File: src/rtl/stk_pkg.sv
package stk_pkg;
   typedef enum logic [3:0] {
      OP_NONE   = 4'd0,
      OP_PUSH   = 4'd1,
      OP_POP    = 4'd2,
      OP_PUSHST = 4'd3,
      OP_POPST  = 4'd4,
      OP_CALL   = 4'd5,
      OP_CCALL  = 4'd6,
      OP_RET    = 4'd7,
      OP_CRET   = 4'd8,
      OP_RST    = 4'd9,
      OP_XTOP   = 4'd10,
      OP_LDSP   = 4'd11,
      OP_LDPC   = 4'd12
   } stk_op_e;

   // access pattern of an accepted command
   typedef enum logic [1:0] {
      K_NONE = 2'd0,
      K_WR2  = 2'd1,
      K_RD2  = 2'd2,
      K_XCH  = 2'd3
   } stk_kind_e;

   typedef enum logic [1:0] {
      ST_IDLE = 2'd0,
      ST_RUN  = 2'd1,
      ST_FIN  = 2'd2
   } stk_state_e;
endpackage

File: src/rtl/stk_seq_ctl.sv
module stk_seq_ctl #(
   parameter int SW = 2
) (
   input  logic          clk,
   input  logic          rst_n,
   input  logic          start,
   input  logic [SW:0]   nsteps,
   output logic          busy,
   output logic          in_run,
   output logic [SW-1:0] step,
   output logic          last,
   output logic          done
);
   import stk_pkg::*;

   stk_state_e st_q;
   logic [SW:0] n_q;

   always_ff @(posedge clk or negedge rst_n) begin
      if (!rst_n) begin
         st_q <= ST_IDLE;
         step <= '0;
         n_q  <= '0;
      end else begin
         case (st_q)
            ST_IDLE: if (start) begin
               n_q  <= nsteps;
               step <= '0;
               st_q <= (nsteps == '0) ? ST_FIN : ST_RUN;
            end
            ST_RUN: begin
               if (last) st_q <= ST_FIN;
               else      step <= step + 1'b1;
            end
            default: st_q <= ST_IDLE;
         endcase
      end
   end

   assign busy   = (st_q != ST_IDLE);
   assign in_run = (st_q == ST_RUN);
   assign done   = (st_q == ST_FIN);
   assign last   = in_run && ({1'b0, step} == (n_q - 1'b1));
endmodule

File: src/rtl/stk_ptr.sv
module stk_ptr #(
   parameter int             AW   = 16,
   parameter logic [AW-1:0]  INIT = '0
) (
   input  logic          clk,
   input  logic          rst_n,
   input  logic          load,
   input  logic [AW-1:0] load_val,
   input  logic          inc,
   input  logic          dec,
   output logic [AW-1:0] sp,
   output logic [AW-1:0] sp_p1,
   output logic [AW-1:0] sp_m1
);
   always_ff @(posedge clk or negedge rst_n) begin
      if (!rst_n)    sp <= INIT;
      else if (load) sp <= load_val;
      else if (inc)  sp <= sp_p1;
      else if (dec)  sp <= sp_m1;
   end

   // modulo 2**AW by plain width truncation
   assign sp_p1 = sp + 1'b1;
   assign sp_m1 = sp - 1'b1;
endmodule

File: src/rtl/stk_seq.sv
module stk_seq #(
   parameter int            AW        = 16,
   parameter int            DW        = 8,
   parameter int            IDXW      = 3,
   parameter int            VEC_SHIFT = 3,
   parameter logic [AW-1:0] SP_INIT   = '0,
   parameter logic [AW-1:0] PC_INIT   = '0
) (
   input  logic          clk,
   input  logic          rst_n,
   input  logic          cmd_valid,
   input  logic [3:0]    cmd,
   input  logic [AW-1:0] operand,
   input  logic          cond_true,
   input  logic [DW-1:0] mem_rdata,
   output logic [AW-1:0] mem_addr,
   output logic [DW-1:0] mem_wdata,
   output logic          mem_we,
   output logic [AW-1:0] pair_rd,
   output logic          done,
   output logic          busy,
   output logic [AW-1:0] sp_q,
   output logic [AW-1:0] pc_q
);
   import stk_pkg::*;

   localparam int PW = 2 * DW;
   localparam int SW = 2;   // step counter width, longest command = 4 accesses

   generate
      if (AW != PW) begin : g_bad_width
         $error("stk_seq: address width must equal two data bytes");
      end
      if (IDXW + VEC_SHIFT > AW) begin : g_bad_vec
         $error("stk_seq: restart vector does not fit the address");
      end
   endgenerate

   // ---------------- decode at acceptance ----------------
   logic          accept, start, known;
   stk_kind_e     kind_n;
   logic [SW:0]   nsteps_n;
   logic          save_pc_n, ret_n, rst_n_cmd;
   logic [AW-1:0] vec_addr;

   assign accept   = cmd_valid && !busy;
   assign vec_addr = {{(AW-IDXW){1'b0}}, operand[IDXW-1:0]} << VEC_SHIFT;

   always_comb begin
      known     = 1'b1;
      kind_n    = K_NONE;
      nsteps_n  = '0;
      save_pc_n = 1'b0;
      ret_n     = 1'b0;
      rst_n_cmd = 1'b0;
      case (cmd)
         OP_PUSH, OP_PUSHST: begin kind_n = K_WR2; nsteps_n = 3'd2; end
         OP_POP, OP_POPST:   begin kind_n = K_RD2; nsteps_n = 3'd2; end
         OP_CALL:            begin kind_n = K_WR2; nsteps_n = 3'd2; save_pc_n = 1'b1; end
         OP_CCALL: if (cond_true) begin
            kind_n = K_WR2; nsteps_n = 3'd2; save_pc_n = 1'b1;
         end
         OP_RET:             begin kind_n = K_RD2; nsteps_n = 3'd2; ret_n = 1'b1; end
         OP_CRET: if (cond_true) begin
            kind_n = K_RD2; nsteps_n = 3'd2; ret_n = 1'b1;
         end
         OP_RST: begin
            kind_n = K_WR2; nsteps_n = 3'd2; save_pc_n = 1'b1; rst_n_cmd = 1'b1;
         end
         OP_XTOP:            begin kind_n = K_XCH; nsteps_n = 3'd4; end
         OP_LDSP, OP_LDPC:   ;
         default:            known = 1'b0;
      endcase
   end

   assign start = accept && known;

   // ---------------- step controller ----------------
   logic          in_run, last;
   logic [SW-1:0] step;

   stk_seq_ctl #(.SW(SW)) i_ctl (
      .clk    (clk),
      .rst_n  (rst_n),
      .start  (start),
      .nsteps (nsteps_n),
      .busy   (busy),
      .in_run (in_run),
      .step   (step),
      .last   (last),
      .done   (done)
   );

   // ---------------- latched command state ----------------
   stk_kind_e     kind_q;
   logic [PW-1:0] wval_q;
   logic [AW-1:0] tgt_q;
   logic          jump_q, ret_q;
   logic [DW-1:0] lo_q;
   logic [AW-1:0] pc_r, pair_r;

   // ---------------- stack pointer ----------------
   logic          sp_load, sp_inc, sp_dec;
   logic [AW-1:0] sp_p1, sp_m1;

   assign sp_load = start && (cmd == OP_LDSP);
   assign sp_inc  = in_run && (kind_q == K_RD2);
   assign sp_dec  = in_run && (kind_q == K_WR2);

   stk_ptr #(.AW(AW), .INIT(SP_INIT)) i_ptr (
      .clk      (clk),
      .rst_n    (rst_n),
      .load     (sp_load),
      .load_val (operand),
      .inc      (sp_inc),
      .dec      (sp_dec),
      .sp       (sp_q),
      .sp_p1    (sp_p1),
      .sp_m1    (sp_m1)
   );

   // ---------------- memory port ----------------
   always_comb begin
      mem_addr  = sp_q;
      mem_wdata = '0;
      mem_we    = 1'b0;
      if (in_run) begin
         case (kind_q)
            K_WR2: begin
               // high byte first at the higher address
               mem_addr  = sp_m1;
               mem_we    = 1'b1;
               mem_wdata = step[0] ? wval_q[DW-1:0] : wval_q[PW-1:DW];
            end
            K_RD2: mem_addr = sp_q;
            K_XCH: begin
               mem_addr  = step[0] ? sp_p1 : sp_q;
               mem_we    = step[1];
               mem_wdata = step[0] ? wval_q[PW-1:DW] : wval_q[DW-1:0];
            end
            default: ;
         endcase
      end
   end

   // ---------------- datapath registers ----------------
   always_ff @(posedge clk or negedge rst_n) begin
      if (!rst_n) begin
         kind_q <= K_NONE;
         wval_q <= '0;
         tgt_q  <= '0;
         jump_q <= 1'b0;
         ret_q  <= 1'b0;
         lo_q   <= '0;
         pc_r   <= PC_INIT;
         pair_r <= '0;
      end else begin
         if (start) begin
            kind_q <= kind_n;
            wval_q <= save_pc_n ? pc_r : operand;
            tgt_q  <= rst_n_cmd ? vec_addr : operand;
            jump_q <= save_pc_n;
            ret_q  <= ret_n;
            if (cmd == OP_LDPC) pc_r <= operand;
         end
         if (in_run) begin
            if (step == '0 && kind_q != K_WR2) lo_q <= mem_rdata;
            if (kind_q == K_XCH && step == 2'd1) pair_r <= {mem_rdata, lo_q};
            if (last) begin
               if (kind_q == K_WR2 && jump_q) pc_r <= tgt_q;
               if (kind_q == K_RD2) begin
                  if (ret_q) pc_r   <= {mem_rdata, lo_q};
                  else       pair_r <= {mem_rdata, lo_q};
               end
            end
         end
      end
   end

   assign pc_q    = pc_r;
   assign pair_rd = pair_r;
endmodule

File: config.mk
export PLATFORM = sky130hd
export DESIGN_NAME = stk_seq
export DESIGN_NICKNAME = d
export VERILOG_FILES = /design/src/rtl/stk_pkg.sv /design/src/rtl/stk_seq_ctl.sv /design/src/rtl/stk_ptr.sv /design/src/rtl/stk_seq.sv
export SDC_FILE = /design/constraint.sdc
export NUM_CORES = 1
export LEC_CHECK = 0
export ABC_AREA = 0
export CORE_MARGIN = 2
export CORE_UTILIZATION = 25
export CTS_BUF_LIST = sky130_fd_sc_hd__clkbuf_4
export DETAILED_ROUTE_END_ITERATION = 10
export PLACE_DENSITY = 0.54
export SYNTH_ARGS = -nofsm -noshare
export SYNTH_HDL_FRONTEND = slang
export SYNTH_SLANG_ARGS = --single-unit
File: constraint.sdc
create_clock -name clk -period 2.5 [get_ports clk]
set_input_delay 0.375 -clock clk [delete_from_list [all_inputs] [get_ports clk]]
set_output_delay 0.375 -clock clk [all_outputs]
set_load 0.005 [all_outputs]
# After elaboration in Yosys (flattened, before gate mapping)
# Index checks and enable logic that the tools add are counted.
classes:
  n_mux: 42
  multipliers: 0
  magnitude_cmp: 0
  n_eq_ne: 23
  shift: 0
  n_div: 0
  add_sub_neg: 4
  n_bitwise: 0
  n_reduce_logical: 26
op_table:
  columns: ["op", "n"]
  rows:
  - ["16-bit 2-to-1 mux", 18]
  - ["16-bit case mux with 2 select lines", 1]
  - ["8-bit 2-to-1 mux", 3]
  - ["4-bit equality test, second input constant", 5]
  - ["16-bit by 1-bit adder with 16-bit output, second input constant", 1]
  - ["4-bit by 3-bit equality test with 1-bit output, second input constant", 4]
  - ["8-bit case mux with 2 select lines", 1]
  - ["16-bit by 1-bit subtractor with 16-bit output, second input constant", 1]
  - ["2-bit 2-to-1 mux", 7]
  - ["12-bit OR reduction", 1]
  - ["2-bit case mux with 5 select lines", 1]
  - ["1-bit logical AND", 9]
  - ["3-bit case mux with 3 select lines", 1]
  - ["4-bit by 2-bit equality test with 1-bit output, second input constant", 2]
  - ["2-bit case mux with 2 select lines", 2]
  - ["7-bit OR reduction", 1]
  - ["2-bit by 1-bit equality test with 1-bit output, second input constant", 3]
  - ["2-bit equality test, second input constant", 3]
  - ["2-bit != test, second input constant", 3]
  - ["1-bit case mux with 2 select lines", 3]
  - ["2-bit AND reduction", 3]
  - ["1-bit 2-to-1 mux", 5]
  - ["4-bit by 1-bit equality test with 1-bit output, second input constant", 1]
  - ["2-bit logical NOT", 2]
  - ["other kinds (12)", 14]
totals:
  n_memories: 0
  latchBits: 0
  ramBits: 0
  mem_bits_ro: 0
  reg_bits: 99
  word_cells: 107

# Logic depth before layout (Yosys ltp)
depth:
  depth_word: 10
  depth_mapped: 8
  depth_no_buf: 6

# Hierarchy
# Synthesis repeated with hierarchy kept, for this count alone.
unflattened:
  hier_cells: 721
  area_unflattened_um2: 6307.3
by_module_without_submodules:
  columns: ["module", "n_inst", "area_each_um2", "seq_area_each_um2", "cells_per_inst"]
  rows:
  - ["stk_seq", 1, 4277.9, 1901.8, 472]
  - ["stk_ptr", 1, 1632.8, 400.4, 214]
  - ["stk_seq_ctl", 1, 396.6, 175.2, 35]

# Worst setup path after synthesis
# Ideal clock, no wire load.
synth_path:
  path_kind: "register -> output"
  from: "register i_ptr.sp[9]"
  to: "output mem_addr[12]"
  setup_slack_ns: 0.322
  required_time_ns: 2.125
  stages_incl_launch_ff: 7
  arrival_time_ns: 1.803
  cell_sequence: "dfrtp_1 > buf_6 > or4_4 > or3_4 > nor3_1 > o21ai_1 > xnor2_1"
synth_via:
  elab_chain_cells: 4
synth_lines:
  columns: ["item", "line_no", "source"]
  rows:
  - ["from (decl)", "stk_ptr.sv:11", "output logic [AW-1:0] sp,"]
  - ["from (signal assigned)", "stk_ptr.sv:17", "else if (load) sp <= load_val;"]
  - ["from (signal assigned)", "stk_ptr.sv:18", "else if (inc) sp <= sp_p1;"]
  - ["from (signal assigned)", "stk_ptr.sv:19", "else if (dec) sp <= sp_m1;"]
  - ["16-bit by 1-bit adder with 16-bit output", "stk_ptr.sv:23", "assign sp_p1 = sp + 1'b1;"]
  - ["16-bit 2-to-1 mux", "stk_seq.sv:137", "mem_addr = step[0] ? sp_p1 : sp_q;"]
  - ["16-bit case mux with 2 select lines (*)", "stk_seq.sv:128", "case (kind_q)"]
  - ["16-bit 2-to-1 mux (*)", "stk_seq.sv:127", "if (in_run) begin"]
  - ["to (decl)", "stk_seq.sv:16", "output logic [AW-1:0] mem_addr,"]
# Mark *: on every way between the ends. The rest lies on a longest branch, timed or not.

# Worst setup path in the final report
layout_path:
  from: "register i_ptr.sp[7]"
  to: "output mem_addr[10]"
# Same word-level chain as after synthesis.

==> run summary <==
status: finished, violations left
failing checks: setup timing
routability cong.: 0.8582
total grt overflow: 0
async set-reset flop share out of synthesis: 100.0%
WL final: 21.03 mm
Post-Synth Adder-Cell Area: 0.8587%
Clock Pin Slew Worst Setup and Hold Paths: 150 ps
design area: 8428 µm²
R2R Setup Slk: 240 ps
worst r2r path cells: 7
HPWL Detailed: 15.27 mm
sequential area share after synthesis: 42.08%
compound-gate portion of the synthesized area: 16.98%
Ys Warns: 0
Synth Area in XOR/XNOR: 3.456%
Fmax: 372.8 MHz
top_reg_cell synth: dfrtp_1
CP max FO: 3
Seq cells post-synth: 98
worst reg2reg path endpoint: i_ptr.sp[11]$_DFFE_PN0P_
final setup skew: 15.86 ps
Worst Setup Path Type: flop to output pin
Syn Inst Count: 653
drt wl/cell: 18.13 µm
VDD IR-drop max: 0.5466 mV
min setup slack post-route: -182.3 ps
synth unique cells: 71
mux cell area share after synthesis: 8.244%
critical path launch point type: flop
Crit path required time: 2120 ps
IO Count: 107
RSZ-0062 raised after global routing: true
Net Count, Synth: 689
Hold Violations, Final: 0
number of cell rows: 55
Leak: 3.563 nW
Via density: 4.987
CTS sink count: 98
Die Y: 156.7 µm
Synth area leaders: dfrtp_1 42%, nand2_1 8.9%, mux2_2 4.6%, mux2i_1 3.6%, o21ai_0 3.0%
vias in the first global route: 5720
die width: 156.7 µm
Post-Syn Area: 5828 µm²
largest net degree at the start of global routing: 62
Syn-to-layout area delta: 44.61%
Max Cap Viol: 0
EDFF count, synth: 0
final period utilization: 107.3%
Slew Viols, Final: 0
Power Density: 1135 nW/µm²
nets: 878
clk buf depth: 2
Yosys top cell area share: 42.08%
TNS Setup: -1202 ps
1st-iter DRT viols: 397
post-synthesis simple-gate area fraction: 23.14%
CTS H-tree lvls: 3
dpl ws: -31.11 ps
TritonCTS clock tree: yes
final antenna-violating net count: 0
Root Driver: clkbuf_4
main combinational cell family by area after synthesis: simple AND/OR/NAND/NOR gates
IO Port Bufs: 106
antenna violations before repair: 0
proportion of layout cells with a drive suffix above 1: 29.52%
Clock Latency Late Sink: 480 ps
worst r2r src: i_ptr.sp[7]$_DFFE_PN0P_
worst setup path start: i_ptr.sp[7]$_DFFE_PN0P_
leading area contributor after synthesis: dfrtp_1
cell area after placement: 7649 µm²
Starting Density: 25.59%
drt pass-1 iters: 5
n_diodes: 0
DIE AREA: 24550 µm²
first-pass GRT wire length: 32.58 mm
Post-route DRC: 0
Core ar.: 22780 µm²
Arrival @ worst endpoint: 2310 ps
endpoints failing setup: 9
Relative slew margins: 57.41%
Avg Cell Area, Syn: 8.925 µm²
Tot GR Track Use: 17.02%
clock buffer count from CTS: 9
Tightest Pin Transition: 637.3 ps
fin crit period: 2682 ps
crit path capture type: output pin
worst min-delay path category: input port to async pin
vias: 5785
[flip-flops by register name, indices dropped and copies added, names as in the netlist]
| register | flops |
|---|---|
| ret_q | 1 |
| jump_q | 1 |
| kind_q | 2 |
| wval_q | 16 |
| i_ctl.step | 2 |
| tgt_q | 16 |
| pair_rd | 16 |
| i_ptr.sp | 16 |
| lo_q | 8 |
| pc_q | 16 |
| i_ctl.st_q | 2 |
| i_ctl.n_q | 2 |
[worst max-delay path by stage]
stage,depth (start not counted),slack (ps),end
floorplan,6,320,mem_addr[12]
global placement,6,-50,mem_addr[12]
detailed placement,6,-30,mem_addr[12]
CTS,6,-250,mem_addr[12]
global route,10,-310,mem_addr[13]
finish,6,-180,mem_addr[10]
[per-layer routing]
metal  up-vias  share of wire (%)  global-route usage [%]
li1       2738                  -                       -
met1      2799                 45                   23.42
met2       224                 47                   27.54
met3        24                6.4                   3.739
met4         0                1.4                   3.408
met5         -                  0                       0
[cell families after synthesis]
group	Yosys count
AOI/OAI and AO/OA	147
xor gates and xnor gates	23
adders and majority gates	4
buffers and inverters	58
DFF	98
muxes	45
and+or+nand+nor	278
[power by group]
group | internal (mW) | total [mW] | leakage (nW) | switching (mW)
Combinational | 2.91 | 5.64 | 2.32 | 2.74
Sequential | 2.33 | 2.92 | 1.15 | 0.589
Clock | 0.438 | 1.00 | 0.0921 | 0.566
[worst max-delay path, stage by stage (launching register included)]
cell     delay, ps
dfrtp_1        410
or4_4          570
buf_6          140
or3_1          320
a21oi_2        150
xor2_1         140
buf_2          120
[stage by stage]
step                      total power [mW]  utilization, %  std cells  hold slack [ps]
final                                9.566           37.00       1160            199.6
after global routing                 10.25           37.00       1160            152.1
after CTS                            9.307           36.17       1153            167.0
after detailed placement             7.908           33.58       1102            171.9
after global placement               7.868           33.58       1102            171.6
after floorplan                      5.328               -        653            79.41
[timing repair]
item | in CTS | in global routing
pin swaps | 28 | 12
endpoints found under the setup margin | 25 | 18
resized for setup | 109 | 45
buffers inserted | 34 | 7
gates cloned | 0 | 0
hold endpoints to repair | 98 | 0
hold buffers | 1 | 0
[area by class of cell]
| class | instances | area (µm²) |
|---|---|---|
| Fill cell | 2335 | 14350 |
| Multi-Input combinational cell | 497 | 3336 |
| Sequential cell | 98 | 2460 |
| Timing Repair Buffer | 230 | 2047 |
| Tap cell | 313 | 391.6 |
| Clock inverter | 5 | 86.33 |
| Clock buffer | 11 | 82.58 |
| Inverter | 6 | 25.02 |
[placed cells by master (no fill, tap or decap), types with 15 or more instances in the layout]
cell type	n
dfrtp_1	92
nor2_1	21
nand2_1	136
a32oi_1	19
clkdlybuf4s50_1	80
buf_4	102
mux2i_1	21
buf_6	17
o21ai_0	32
xnor2_1	15
o22ai_1	21
mux2_2	24
a21oi_1	16
nand3_1	30
[synth_stat cells, types with 2 or more instances]
cell type	number
xnor2_1	16
a21oi_1	26
a32oi_1	19
nor2b_1	8
o21a_1	3
inv_1	6
nand3_1	34
o31ai_1	2
and2_1	3
nand2_1	138
nand2_2	2
nor3_1	12
a311oi_1	2
clkbuf_1	27
or2_2	2
and3_1	2
buf_2	13
o32ai_1	2
clkbuf_8	3
nand4_1	13
nand3b_1	2
a31oi_1	5
buf_4	3
xor2_1	7
o311ai_0	2
or3_1	3
nand2b_1	9
a21o_1	2
ha_1	4
nor2_1	24
or4_1	2
buf_1	2
buf_6	4
o21ai_0	35
o221a_2	4
mux2_2	24
o211ai_1	5
mux2i_1	21
and3_2	4
nor4_1	7
o22ai_1	24
dfrtp_1	98
Power figures use the tool's default switching activity.
